`src/rtl/fi_pkg.sv`:
```
package fi_pkg;
    typedef enum logic [1:0] {
        PH_Q1 = 2'd0,
        PH_Q2 = 2'd1,
        PH_Q3 = 2'd2,
        PH_Q4 = 2'd3
    } phase_e;

    localparam int WORD_W = 12;
    localparam logic [WORD_W-1:0] NOP_WORD = '0;
endpackage

```
`src/rtl/fi_phase_gen.sv`:
```
module fi_phase_gen
    import fi_pkg::*;
(
    input  logic       clk,
    input  logic       rst_n,
    output logic [3:0] phase_oh,
    output logic       cyc_end
);
    phase_e state, state_nx;

    always_ff @(posedge clk) begin
        if (!rst_n) state <= PH_Q1;
        else        state <= state_nx;
    end

    // transitions ADV_Q1_Q2, ADV_Q2_Q3, ADV_Q3_Q4, WRAP_Q4_Q1
    always_comb begin
        unique case (state)
            PH_Q1: state_nx = PH_Q2;
            PH_Q2: state_nx = PH_Q3;
            PH_Q3: state_nx = PH_Q4;
            PH_Q4: state_nx = PH_Q1;
            default: state_nx = PH_Q1;
        endcase
    end

    always_comb begin
        unique case (state)
            PH_Q1: begin phase_oh = 4'b0001; cyc_end = 1'b0; end
            PH_Q2: begin phase_oh = 4'b0010; cyc_end = 1'b0; end
            PH_Q3: begin phase_oh = 4'b0100; cyc_end = 1'b0; end
            PH_Q4: begin phase_oh = 4'b1000; cyc_end = 1'b1; end
            default: begin phase_oh = 4'b0001; cyc_end = 1'b0; end
        endcase
    end

    assert_phase_onehot_R1: assert property (@(posedge clk) disable iff (!rst_n)
        $onehot(phase_oh));
endmodule

```
`src/rtl/fi_pc_unit.sv`:
```
module fi_pc_unit #(
    parameter int PC_W   = 12,
    parameter int DEPTH  = 1024,
    parameter int TGT_W  = 9,
    parameter int PAGE_W = 2
) (
    input  logic              clk,
    input  logic              rst_n,
    input  logic              cyc_end,
    input  logic              take_br,
    input  logic [TGT_W-1:0]  br_target,
    input  logic [PAGE_W-1:0] page_sel,
    output logic [PC_W-1:0]   pc
);
    localparam int JW = PAGE_W + TGT_W;
    localparam logic [PC_W-1:0] ADDR_MASK = PC_W'(DEPTH - 1);

    logic [PC_W-1:0] jump_full;
    logic [PC_W-1:0] pc_inc;

    generate
        if (JW < PC_W) begin : g_pad
            assign jump_full = {{(PC_W-JW){1'b0}}, page_sel, br_target};
        end else begin : g_trim
            logic [JW-1:0] jw_raw;
            assign jw_raw    = {page_sel, br_target};
            assign jump_full = jw_raw[PC_W-1:0];
        end
    endgenerate

    assign pc_inc = (pc + PC_W'(1)) & ADDR_MASK;

    always_ff @(posedge clk) begin
        if (!rst_n)       pc <= '0;
        else if (cyc_end) pc <= take_br ? (jump_full & ADDR_MASK) : pc_inc;
    end

    assert_addr_in_range_R7: assert property (@(posedge clk) disable iff (!rst_n)
        pc <= ADDR_MASK);
    assert_branch_load_R5: assert property (@(posedge clk) disable iff (!rst_n)
        (cyc_end && take_br) |=>
            (pc == (PC_W'({$past(page_sel), $past(br_target)}) & ADDR_MASK)));
    assert_seq_step_R3: assert property (@(posedge clk) disable iff (!rst_n)
        (cyc_end && !take_br) |=> (pc == (($past(pc) + PC_W'(1)) & ADDR_MASK)));
endmodule

```
`src/rtl/fi_ir_stage.sv`:
```
module fi_ir_stage
    import fi_pkg::*;
#(
    parameter int W = 12
) (
    input  logic         clk,
    input  logic         rst_n,
    input  logic         cyc_end,
    input  logic         take_br,
    input  logic [W-1:0] fetch_word,
    output logic [W-1:0] ir,
    output logic         slot_valid
);
    always_ff @(posedge clk) begin
        if (!rst_n) begin
            ir         <= W'(NOP_WORD);
            slot_valid <= 1'b0;
        end else if (cyc_end) begin
            if (take_br) begin
                ir         <= W'(NOP_WORD);
                slot_valid <= 1'b0;
            end else begin
                ir         <= fetch_word;
                slot_valid <= 1'b1;
            end
        end
    end

    assert_flush_nop_R5: assert property (@(posedge clk) disable iff (!rst_n)
        (cyc_end && take_br) |=> (ir == W'(NOP_WORD) && !slot_valid));
    assert_flush_once_R6: assert property (@(posedge clk) disable iff (!rst_n)
        (cyc_end && !slot_valid) |=> slot_valid);
endmodule

```
`src/rtl/fetch_seq.sv`:
```
module fetch_seq #(
    parameter int PC_W   = 12,
    parameter int DEPTH  = 1024,
    parameter int TGT_W  = 9,
    parameter int PAGE_W = 2
) (
    input  logic              clk,
    input  logic              rst_n,
    input  logic [11:0]       prog_data,
    input  logic              br_taken,
    input  logic [TGT_W-1:0]  br_target,
    input  logic [PAGE_W-1:0] page_sel,
    output logic [PC_W-1:0]   prog_addr,
    output logic [11:0]       instr_reg,
    output logic [3:0]        phase_q,
    output logic              opnd_rd,
    output logic              dest_wr
);
    logic cyc_end;
    logic slot_valid;
    logic take_br;

    fi_phase_gen u_phase (
        .clk      (clk),
        .rst_n    (rst_n),
        .phase_oh (phase_q),
        .cyc_end  (cyc_end)
    );

    assign take_br = cyc_end & slot_valid & br_taken;

    fi_pc_unit #(.PC_W(PC_W), .DEPTH(DEPTH), .TGT_W(TGT_W), .PAGE_W(PAGE_W)) u_pc (
        .clk       (clk),
        .rst_n     (rst_n),
        .cyc_end   (cyc_end),
        .take_br   (take_br),
        .br_target (br_target),
        .page_sel  (page_sel),
        .pc        (prog_addr)
    );

    fi_ir_stage #(.W(12)) u_ir (
        .clk        (clk),
        .rst_n      (rst_n),
        .cyc_end    (cyc_end),
        .take_br    (take_br),
        .fetch_word (prog_data),
        .ir         (instr_reg),
        .slot_valid (slot_valid)
    );

    assign opnd_rd = phase_q[1] & slot_valid;
    assign dest_wr = phase_q[3] & slot_valid;

    assert_phase_order_R1: assert property (@(posedge clk) disable iff (!rst_n)
        phase_q[0] |=> phase_q[1]);
    assert_phase_wrap_R8: assert property (@(posedge clk) disable iff (!rst_n)
        phase_q[3] |=> phase_q[0]);
    assert_rd_in_q2_R4: assert property (@(posedge clk) disable iff (!rst_n)
        opnd_rd |-> phase_q[1]);
    assert_wr_in_q4_R4: assert property (@(posedge clk) disable iff (!rst_n)
        dest_wr |-> phase_q[3]);
    assert_addr_stable_R3: assert property (@(posedge clk) disable iff (!rst_n)
        !phase_q[0] |-> $stable(prog_addr));
endmodule

```
`config.mk`:
```
export PLATFORM = sky130hd
export DESIGN_NAME = fetch_seq
export DESIGN_NICKNAME = d
export VERILOG_FILES = /design/src/rtl/fi_pkg.sv /design/src/rtl/fi_phase_gen.sv /design/src/rtl/fi_pc_unit.sv /design/src/rtl/fi_ir_stage.sv /design/src/rtl/fetch_seq.sv
export SDC_FILE = /design/constraint.sdc
export NUM_CORES = 1
export LEC_CHECK = 0
export BUFFER_PORTS_ARGS = -buffer_cell sky130_fd_sc_hd__buf_2
export CAP_MARGIN = 10
export CORE_MARGIN = 3
export CORE_UTILIZATION = 40
export DETAILED_ROUTE_END_ITERATION = 8
export GPL_TIMING_DRIVEN = 0
export PLACE_DENSITY = 0.76
export SYNTH_ARGS = -nofsm -noshare
export SYNTH_HDL_FRONTEND = slang
export SYNTH_SLANG_ARGS = --single-unit
export TNS_END_PERCENT = 20
```
`constraint.sdc`:
```
create_clock -name clk -period 1.69 [get_ports clk]
set_input_delay 0.338 -clock clk [delete_from_list [all_inputs] [get_ports clk]]
set_output_delay 0.338 -clock clk [all_outputs]
set_load 0.02 [all_outputs]
```
# Yosys cells after proc, flatten, opt, wreduce, memory -nomap -nowiden
# Index checks and enable logic that the tools add are counted.
[word_totals]
regBits = 25
input_bits = 26
out_inout_bits = 30
wordCells = 20
[op_classes]
add_sub_neg = 1
eq_ne = 3
n_mux = 6
bitwise_logic = 4
n_reduce_logical = 2
[ops]
columns = ["cell", "count"]
rows = [
  ["$pmux 4 s4", 1],
  ["$mux 12", 1],
  ["$add 10x1->10 const B", 1],
  ["$mux 10", 1],
  ["$pmux 2 s4", 1],
  ["$and 1x1->1", 4],
  ["$eq 2x2->1 const B", 2],
  ["$reduce_or 3->1", 1],
  ["$eq 2x1->1 const B", 1],
  ["$logic_not 2->1", 1],
  ["$pmux 1 s2", 1],
  ["$mux 1", 1],
]

# Depth between registers and ports, before layout
# Gate-level depths: netlist of the first run.
[depth]
word_depth = 6
ltp_mapped = 6
mapped_depth_nobuf = 5

# Hierarchy
# A second synthesis of the first run with hierarchy kept.
[unflattened]
cells_unflattened = 152
area_unflattened_um2 = 1323.8
[by_module_without_submodules]
columns = ["mod", "instances", "cells_per_inst", "area_per_inst_um2", "seq_area_each_um2"]
rows = [
  ["fi_pc_unit", 1, 81, 661.9, 200.2],
  ["fi_ir_stage", 1, 57, 521.8, 260.2],
  ["fi_phase_gen", 1, 11, 118.9, 40.0],
  ["fetch_seq", 1, 3, 21.3, 0.0],
]

# Worst setup path before layout of the first run
# Ideal clock, no wire load.
[synth_timing]
path_type = "reg-to-output"
from = "reg u_phase.state[0]"
to = "out dest_wr"
arrival_time_ps = 1332
t_required_ps = 1352
setup_slack_ps = 20
stages_incl_launch_ff = 5
path_cell_list = "dfxtp_1 -> ha_1 -> buf_4 -> clkbuf_1 -> and2_1"
[synth_via]
elab_chain_len = 3
word_cells_on_any_way = 6
cone_classes = "eq/ne (3); mux (1); bitwise (1); reduce/logical (1)"
[synth_rtl]
columns = ["item", "line_no", "rtl"]
rows = [
  ["from (decl)", "fi_phase_gen.sv:9", "phase_e state, state_nx;"],
  ["from (signal assigned)", "fi_phase_gen.sv:13", "else state <= state_nx;"],
  ["$eq 2x2->1, or another cell as far along", "fi_phase_gen.sv:28", "unique case (state)"],
  ["$pmux 4 s4 *", "fi_phase_gen.sv:28", ""],
  ["named net phase_q[3]", "fetch_seq.sv:15", "output logic [3:0] phase_q,"],
  ["$and 1x1->1 *", "fetch_seq.sv:53", "assign dest_wr = phase_q[3] & slot_valid;"],
  ["to (decl)", "fetch_seq.sv:17", "output logic dest_wr"],
]
# The timed path passes the listed nets; every way through them passes the cells marked *.

# Worst setup path after layout of the first run
[layout_timing]
from = "reg u_phase.state[1]"
to = "out opnd_rd"
[layout_via]
elab_chain_len = 3
word_cells_on_any_way = 6
cone_classes = "eq/ne (3); mux (1); bitwise (1); reduce/logical (1)"
[layout_rtl]
columns = ["item", "line_no", "rtl"]
rows = [
  ["$eq 2x2->1, or another cell as far along", "fi_phase_gen.sv:28", ""],
  ["$pmux 4 s4 *", "fi_phase_gen.sv:28", ""],
  ["$and 1x1->1 *", "fetch_seq.sv:52", "assign opnd_rd = phase_q[1] & slot_valid;"],
  ["to (decl)", "fetch_seq.sv:16", "output logic opnd_rd,"],
]
# Mark *: on every way between the ends. The rest lies on a longest branch, timed or not.

==> run_results.csv, run 1 <==
group,metric,value,unit
logic_synthesis,ys_top_cells_by_area,"dfxtp_1 41%, a21oi_1 7.4%, nand2_1 6.8%",
worst_hold_path,hold_path_depth,3,
logic_synthesis,synth_cells,154,
pwr,p_int,937,uW
clock_tree,cts_tree,"yes",
logic_synthesis,synth_common_cells,"25 x dfxtp_1, 22 x nand2_1, 18 x a21oi_1, 16 x nand3_1, 8 x nor2_1",
logic_synthesis,synth_cell_types,31,
timing,hold_viol,0,
pwr,switchingPower,544,uW
die,core_area,2830,sq um
placed_design,dp_slack,-0.0713,ns
grt,grt_overflow,0,
drt,wl_per_cell,13.2,um
logic_synthesis,seq_area_frac_synth,41.3,%
die,rows,19,
critical_path,path_class,"register to output pin",
logic_synthesis,synth_async_sr_flop_share,0,%
clock_tree,cts-hold-fix-buffers,0,
timing,setup_violations,0,
timing,fin_hold_ws,0.245,ns
timing,setup_tns,0,ns
timing,drv_slew,0,
placed_design,dp_hpwl,2.34,mm
die,start_util,42.9,%
grt,grt_usage,18.7,%
timing,rsz0062_at_grt,"false",
logic_synthesis,synth-main-ff-cell,"dfxtp_1",
pwr,pwr-share-clk,20.0,%
pwr,power_density,917,nW/um^2
logic_synthesis,yosys_warnings,0,
critical_path,crit_path_max_fanout,2,
drt,drt-initial-drc-count,72,
final_layout,n_antenna_cell,0,
clock_tree,cts_root_buffer,"clkbuf_4",
die,die_w,61.1,um
critical_path,worstSetupEndpointType,"output pin",
logic_synthesis,synth_top_area_cell,"dfxtp_1",
job,max_cap_violations,0,
critical_path,r2r_setup_slack,0.13,ns
clock_tree,worst_setup_hold_path_clk_slew,0.15,ns
timing,final.period_utilization,96.5,%
die,die_h,61.1,um
drt,vias_per_cell,5.36,
worst_hold_path,hold_class,"input pin to register",
final_layout,drive_gt1_share,34.3,%
critical_path,worstPathArrival,1.29,ns
placed_design,numPortBuffers,52,
clock_tree,clk_path_buf_depth,2,
pwr,ir_worst_vdd,0.734,mV
final_layout,nets,245,
placed_design,routabilityCongestion,0.817,
clock_tree,clock_sinks,25,
critical_path,cp-start-kind,"register",
drt,drtPass1Iterations,4,
final_layout,fin_area,1620,sq um
drt,antenna_left,0,
drt,drcViolationCount,0,
grt,grt_pass1_vias,1201,
placed_design,placed_area,1520,sq um
logic_synthesis,ys_ff_latch,25,
timing,max-slew-margin-rel,65.7,%
logic_synthesis,yosysMostFrequentCell,"dfxtp_1",
grt,grt_pass1_wl,5.34,mm
die,io_pins,56,
logic_synthesis,synth_area,1210,sq um
drt,routed_wl,3.23,mm
timing,worst_pin_slew,0.515,ns
grt,antenna_found_initial,0,
timing,setup_slack,0.0596,ns
timing,fmax,0.613,GHz
pwr,seqPwrFrac,46.9,%
pwr,p_total,1.48,mW
timing,fin_skew,0.00867,ns
placed_design,dp_cells,238,
logic_synthesis,synth-edff-count,0,
pwr,power.leakage,0.697,nW
logic_synthesis,avgSynthCellArea,7.87,sq um
clock_tree,clk_latency,0.33,ns
drt,vias,1307,
final_layout,utilization,57.1,%
final_layout,fin_cells,244,
pwr,pwr-share-comb,33.1,%
status,status,"complete, no violations",
critical_path,cp.required,1.35,ns
critical_path,reg2reg_depth,6,
timing,fin_crit,1.63,ns
grt,grt_max_degree,17,
clock_tree,htreeDepth,1,
clock_tree,numCtsBuffers,3,
die,dieArea,3730,sq um
pwr,p_sw_share,36.8,%
final_layout,area_growth,33.2,%
logic_synthesis,netlist.area_leader.share,41.3,%
[cell type report]
type | count | area, sq um
fill | 280 | 1210
multi-input combinational | 113 | 663
sequential | 25 | 503
timing repair buffer | 55 | 295
buffer | 11 | 62.6
tap | 31 | 38.8
clock buffer | 3 | 22.5
inverter | 5 | 21.3
clock inverter | 1 | 8.76
[logic make-up (layout without fill, tap and decap cells)]
family / after synthesis / after routing / share of synthesized area, %
simple gates: 62 / 62 / 23.9
compound gates: 42 / 42 / 20.9
flops: 25 / 25 / 41.3
buf+inv: 17 / 75 / 6.61
fa+ha+maj: 5 / 5 / 5.16
mux: 2 / 2 / 1.75
other cells: 1 / 2 / 0.309
[sequential cells by signal, summed over array words and instances (netlist names)]
signal / cells
u_ir.ir: 12
u_pc.pc: 10
u_phase.state: 2
u_ir.slot_valid: 1
[layer usage]
| layer | track usage, % | vias up | part of all wire [%] | routed length [um] |
|---|---|---|---|---|
| li1 | - | 655 | - | - |
| met1 | 25.2 | 590 | 45 | 1440 |
| met2 | 29.5 | 60 | 46 | 1480 |
| met3 | 5.45 | 2 | 9.0 | 289 |
| met4 | 4.95 | 0 | 0.56 | 18 |
| met5 | 0 | - | 0 | 0 |
[placed cells by master, fill, tap and decap left out, types with 3 or more instances in the layout]
master     n
and2_1     4
clkbuf_1   6
o31ai_1    3
nand2_1   22
ha_1       3
inv_1      3
dfxtp_1   23
o21ai_1    3
and3_1     4
nand3_1   16
buf_4      5
buf_2     52
o21ai_0    6
a21oi_1   18
a211oi_1   4
clkbuf_4   3
nor2_1     8
[critical path: stages (launching register included)]
cell and delay, ns:
dfxtp_2 0.39, buf_6 0.10, inv_2 0.04, ha_4 0.15, and2_4 0.15, buf_6 0.12
[power by group through the flow]
stage | combinational (mW) | sequential, mW | clock, mW
2_1_floorplan | 0.255 | 0.732 | 0
3_3_place_gp | 0.424 | 0.697 | 0
3_5_place_dp | 0.429 | 0.697 | 0
4_1_cts | 0.466 | 0.691 | 0.304
5_1_grt | 0.552 | 0.701 | 0.326
6_report | 0.491 | 0.694 | 0.297
[final timing paths]
path / startpoint / end
setup / recovery: u_phase.state[1]$_SDFF_PN0_ / opnd_rd
hold / removal: prog_data[8] / u_ir.ir[8]$_SDFFE_PN0N_
setup reg to reg: u_phase.state[1]$_SDFF_PN0_ / u_pc.pc[9]$_SDFFE_PN0N_
hold reg to reg: u_ir.ir[6]$_SDFFE_PN0N_ / u_ir.ir[6]$_SDFFE_PN0N_
[repair_timing]
| item | 4_1_cts | 5_1_grt |
|---|---|---|
| endpoints found under the setup margin | 1 | 1 |
| gates resized for setup | 7 | 9 |
| buffers inserted | 3 | 0 |
| pin swaps | 0 | 1 |
Note: power is estimated with default switching activity, not from simulation.
==> run 2: changes to the inputs <==
--- a/config.mk
+++ b/config.mk
@@ -5,6 +5,7 @@
 export SDC_FILE = /design/constraint.sdc
 export NUM_CORES = 1
 export LEC_CHECK = 0
+export ABC_AREA = 1
 export BUFFER_PORTS_ARGS = -buffer_cell sky130_fd_sc_hd__buf_2
 export CAP_MARGIN = 10
 export CORE_MARGIN = 3
==> run_results.csv, run 2 <==
group,metric,value,unit
clock_tree,postCtsSetupRepairBufs,0,
logic_synthesis,synth_cell_types,27,
pwr,power_density,873,nW/um^2
die,rows,19,
clock_tree,numCtsBuffers,3,
final_layout,fill_cells,301,
final_layout,top_register,"u_ir.ir",
clock_tree,worst_setup_hold_path_clk_slew,0.15,ns
final_layout,area_growth,28.2,%
drt,routed_wl,3.04,mm
grt,grt_pass1_wl,4.93,mm
drt,wl_per_cell,11.3,um
timing,setup_tns,0,ns
grt,grt_max_degree,17,
drt,drcViolationCount,0,
drt,vias_per_cell,4.56,
final_layout,layout_commonest_cell,"nand2_1",
timing,fmax,0.634,GHz
die,dieArea,3830,sq um
pwr,ir_worst_vdd,0.523,mV
logic_synthesis,ys_ff_latch,25,
drt,drtPass1Iterations,4,
placed_design,dp_hpwl,2.35,mm
logic_synthesis,synthMuxAreaShare,0,%
critical_path,cp-start-kind,"register",
timing,fin_crit,1.58,ns
logic_synthesis,synth_compound_area_share,12.6,%
job,max_cap_violations,0,
final_layout,n_antenna_cell,0,
clock_tree,cts_tree,"yes",
timing,hold_viol,0,
logic_synthesis,synth-xor-area-share,0.701,%
logic_synthesis,synth-simple-area-share,30.3,%
timing,final.period_utilization,93.4,%
final_layout,mostFrequentLayoutCells,"60 x nand2_1, 54 x buf_2, 23 x dfxtp_1",
timing,drv_slew,0,
logic_synthesis,synth_top_family_by_area,"simple AND/OR/NAND/NOR gates",
critical_path,crit_path_max_fanout,4,
clock_tree,clk_path_buf_depth,2,
final_layout,largest_register_ffs,12,
logic_synthesis,avgSynthCellArea,7.31,sq um
logic_synthesis,yosysMostFrequentCell,"nand2_1",
grt,grt_usage,17.6,%
final_layout,drive_gt1_share,33.8,%
final_layout,fin_cells,270,
grt,grt_overflow,0,
grt,antenna_found_initial,0,
logic_synthesis,synth_area,1250,sq um
placed_design,numPortBuffers,52,
timing,fin_hold_ws,0.223,ns
die,die_w,61.9,um
pwr,power.leakage,0.788,nW
clock_tree,clock_sinks,25,
die,die_h,61.9,um
logic_synthesis,ys_top_cells_by_area,"dfxtp_1 40%, nand2_1 18%, a21oi_1 6.8%",
placed_design,dp_cells,266,
timing,fin_skew,0.00348,ns
logic_synthesis,synth_top_area_cell,"dfxtp_1",
logic_synthesis,synth-main-ff-cell,"dfxtp_1",
worst_hold_path,hold_class,"input pin to register",
critical_path,worstPathArrival,1.24,ns
timing,rsz0062_at_grt,"false",
critical_path,path_class,"register to output pin",
drt,drt-initial-drc-count,91,
clock_tree,htreeDepth,1,
critical_path,cp.required,1.35,ns
placed_design,routabilityCongestion,0.775,
status,status,"complete, no violations",
logic_synthesis,yosys.area_share.adder,5.01,%
grt,grt_pass1_vias,1148,
drt,vias,1230,
pwr,p_total,1.40,mW
final_layout,nets,260,
die,core_area,2880,sq um
timing,setup_violations,0,
die,io_pins,56,
logic_synthesis,seq_area_frac_synth,40.0,%
clock_tree,clk_latency,0.33,ns
logic_synthesis,synth_cells,171,
logic_synthesis,netlist.area_leader.share,40.0,%
logic_synthesis,synth_async_sr_flop_share,0,%
critical_path,worstSetupEndpointType,"output pin",
final_layout,utilization,55.7,%
logic_synthesis,yosys_warnings,0,
worst_hold_path,hold_path_depth,3,
drt,antenna_left,0,
final_layout,top_regs,"u_ir.ir x12, u_pc.pc x10, u_phase.state x2",
logic_synthesis,synth-edff-count,0,
critical_path,reg2reg_depth,9,
clock_tree,cts_resized,0,
clock_tree,cts_root_buffer,"clkbuf_4",
clock_tree,cts-hold-fix-buffers,0,
logic_synthesis,synth_common_cells,"60 x nand2_1, 25 x dfxtp_1, 17 x a21oi_1, 14 x inv_1, 11 x nand3_1",
critical_path,r2r_setup_slack,0.28,ns
die,start_util,43.5,%
-- run 2: cell count changes after synthesis, sizes merged, moves of 4 or more --
| cell | change |
|---|---|
| a211oi | -4 |
| nand2 | +40 |
| o21ai | -5 |
| inv | +12 |
| clkbuf | -7 |
| nand3 | -4 |
| and2 | -4 |
-- run 2: report_power, final --
| part | internal (mW) | switching, mW | total [mW] |
|---|---|---|---|
| clock network | 0.0967 | 0.200 | 0.297 |
| logic | 0.157 | 0.262 | 0.419 |
| registers | 0.644 | 0.0387 | 0.683 |
| total | 0.898 | 0.501 | 1.40 |
-- run 2: worst paths after layout --
kind	endpoint	startpoint
setup / recovery	dest_wr	u_phase.state[0]$_SDFF_PN0_
hold / removal	u_ir.ir[8]$_SDFFE_PN0N_	prog_data[8]
setup reg to reg	u_ir.ir[11]$_SDFFE_PN0N_	u_phase.state[0]$_SDFF_PN0_
hold reg to reg	u_ir.ir[10]$_SDFFE_PN0N_	u_ir.ir[10]$_SDFFE_PN0N_
-- run 2: layout make-up --
cell class	instances	area [sq um]	share of cell area (%)
sequential	25	503	31.4
buffer	8	70.1	4.37
timing repair buffer	52	260	16.2
inverter	18	67.6	4.22
multi-input combinational	121	618	38.6
tap	42	52.6	3.28
clock buffer	3	22.5	1.41
clock inverter	1	8.76	0.546
-- run 2: critical path, cell delays in order, from the launching register on --
cell and delay (ns):
dfxtp_2 0.38, ha_2 0.23, nand2_1 0.07, inv_2 0.07
buf_2 0.16
-- run 2: layer usage --
layer / global-route usage (%) / share of wire, %
met5: 0 / 0
met4: 4.55 / 1.0
met3: 6.20 / 8.2
met1: 20.2 / 42
met2: 30.9 / 48
-- run 2: per-stage QoR --
stage	cell area (sq um)	setup WS, ns
floorplan	1250	0.185
global placement	1570	0.233
detailed placement	1570	0.218
CTS	1600	0.0123
global route	1600	0.0209
finish	1600	0.112
-- run 2: cell families (layout without fill, tap and decap cells) --
logic type      count (synthesis)  after routing
compound gates                 28             28
xor+xnor                        1              1
fa+ha+maj                       5              5
buf+inv                        26             82
flops                          25             25
other cells                     1              2
simple gates                   85             85
==> run 3: changes to the inputs <==
--- a/config.mk
+++ b/config.mk
@@ -9,10 +9,10 @@
 export BUFFER_PORTS_ARGS = -buffer_cell sky130_fd_sc_hd__buf_2
 export CAP_MARGIN = 10
 export CORE_MARGIN = 3
-export CORE_UTILIZATION = 40
+export CORE_UTILIZATION = 46
 export DETAILED_ROUTE_END_ITERATION = 8
 export GPL_TIMING_DRIVEN = 0
-export PLACE_DENSITY = 0.76
+export PLACE_DENSITY = 0.84
 export SYNTH_ARGS = -nofsm -noshare
 export SYNTH_HDL_FRONTEND = slang
 export SYNTH_SLANG_ARGS = --single-unit
==> run_results.csv, run 3 (synthesis results as in run 2) <==
group,metric,value,unit
grt,grt_max_degree,14,
drt,wl_per_cell,11.1,um
critical_path,r2r_setup_slack,0.26,ns
pwr,seqPwrFrac,49.9,%
grt,grt_pass1_wl,4.67,mm
critical_path,critPathTopFamily,"flip-flops",
drt,drt-initial-drc-count,38,
die,core_area,2520,sq um
grt,grt_overflow,0,
timing,setup_tns,0,ns
drt,vias_per_cell,4.75,
die,io_pins,56,
die,start_util,49.6,%
timing,hold_viol,0,
timing,fin_crit,1.58,ns
final_layout,fin_area,1580,sq um
placed_design,numPortBuffers,52,
clock_tree,clk_path_buf_depth,2,
critical_path,critical_path.slowest_cell,"dfxtp_1",
final_layout,top_regs,"u_ir.ir x12, u_pc.pc x10, u_phase.state x2",
clock_tree,cts_root_buffer,"clkbuf_4",
final_layout,layout_commonest_cell,"nand2_1",
critical_path,worstPathArrival,1.24,ns
placed_design,dp_hpwl,2.19,mm
clock_tree,worst_setup_hold_path_clk_slew,0.14,ns
critical_path,cp.required,1.35,ns
final_layout,top_register,"u_ir.ir",
final_layout,area_growth,26.4,%
clock_tree,clk_latency,0.31,ns
timing,setup_violations,0,
drt,routed_wl,2.86,mm
clock_tree,htreeDepth,1,
final_layout,n_antenna_cell,0,
critical_path,max_stage_delay,0.39,ns
drt,drtPass1Iterations,4,
pwr,ir_worst_vdd,0.832,mV
job,max_cap_violations,0,
placed_design,placed_area,1550,sq um
pwr,p_int,888,uW
final_layout,largest_register_ffs,12,
grt,grt_pass1_vias,1085,
worst_hold_path,hold_class,"input pin to register",
timing,fmax,0.634,GHz
critical_path,path_class,"register to output pin",
die,dieArea,3380,sq um
final_layout,drive_gt1_share,32.5,%
drt,drcViolationCount,0,
die,die_h,58.1,um
pwr,switchingPower,468,uW
grt,grt_usage,17.4,%
pwr,p_sw_share,34.5,%
drt,vias,1225,
final_layout,mostFrequentLayoutCells,"60 x nand2_1, 54 x buf_2, 25 x dfxtp_1",
critical_path,cp_cell_sequence,"ha_2, nand2_1, inv_2, buf_2",
status,status,"complete, no violations",
critical_path,worstSetupEndpointType,"output pin",
critical_path,crit_path_max_fanout,4,
critical_path,cp-start-kind,"register",
die,rows,18,
pwr,pwr-share-clk,19.4,%
timing,rsz0062_at_grt,"false",
pwr,power_density,858,nW/um^2
final_layout,fill_cells,244,
grt,antenna_found_initial,0,
die,die_w,58.1,um
timing,final.period_utilization,93.3,%
drt,antenna_left,0,
timing,drv_slew,0,
clock_tree,postCtsSetupRepairBufs,0,
final_layout,nets,260,
placed_design,routabilityCongestion,0.828,
pwr,power.leakage,0.784,nW
critical_path,worstPathBufferInverterCount,2,
clock_tree,clock_sinks,25,
clock_tree,cts_tree,"yes",
pwr,pwr-share-comb,30.6,%
timing,fin_skew,0.00522,ns
clock_tree,numCtsBuffers,3,
## run 3: cell count changes in the layout (fill, tap and decap cells not counted), sizes merged
cell / delta
clkbuf: +1
inv: -1
## run 3: worst min-delay path: stages
cell	delay (ns)
buf_2	0.09
nand2_1	0.05
a21oi_1	0.05
## run 3: per-stage QoR
stage          setup WS [ns]  cells  util (%)  hold WS, ns  power (mW)
2_1_floorplan          0.185    172         -        0.431       0.975
3_3_place_gp           0.269    254      61.5        0.450        1.09
3_5_place_dp           0.236    254      61.5        0.452        1.11
4_1_cts               0.0520    258      62.5        0.251        1.37
5_1_grt              0.00982    258      62.6        0.241        1.45
6_report               0.113    258      62.6        0.252        1.36
## run 3: repair_timing
action / 4_1_cts / 5_1_grt
endpoints found under the setup margin: 0 / 1
gates resized for setup: 0 / 1
hold buffers: 0 / 0
## run 3: final cells by class
| class | count | area (sq um) | area share (%) |
|---|---|---|---|
| Inverter | 18 | 67.6 | 4.28 |
| Tap cell | 30 | 37.5 | 2.38 |
| Timing Repair Buffer | 52 | 260 | 16.5 |
| Clock buffer | 4 | 26.3 | 1.66 |
| Multi-Input combinational cell | 121 | 618 | 39.1 |
| Buffer | 8 | 70.1 | 4.43 |
| Sequential cell | 25 | 500 | 31.7 |
## run 3: metal layers
layer | up-vias | wire length (um) | track usage, %
li1 | 658 | - | -
met1 | 530 | 1330 | 22.5
met2 | 35 | 1320 | 30.0
met3 | 2 | 192 | 4.01
met4 | 0 | 14 | 2.98
met5 | - | 0 | 0
## run 3: power by group through the flow
| stage | Clock, mW | Combinational, mW | Sequential, mW |
|---|---|---|---|
| CTS | 0.272 | 0.424 | 0.677 |
| detailed placement | 0 | 0.423 | 0.690 |
| finish | 0.264 | 0.416 | 0.677 |
| floorplan | 0 | 0.250 | 0.725 |
| global route | 0.298 | 0.465 | 0.685 |
| global placement | 0 | 0.405 | 0.689 |
## run 3: final timing paths
check | cells after the start | end | from
max | 4 | dest_wr | u_phase.state[0]$_SDFF_PN0_
min | 3 | u_ir.ir[6]$_SDFFE_PN0N_ | prog_data[6]
max reg2reg | 7 | u_pc.pc[4]$_SDFFE_PN0N_ | u_phase.state[0]$_SDFF_PN0_
min reg2reg | 2 | u_ir.ir[3]$_SDFFE_PN0N_ | u_ir.ir[3]$_SDFFE_PN0N_
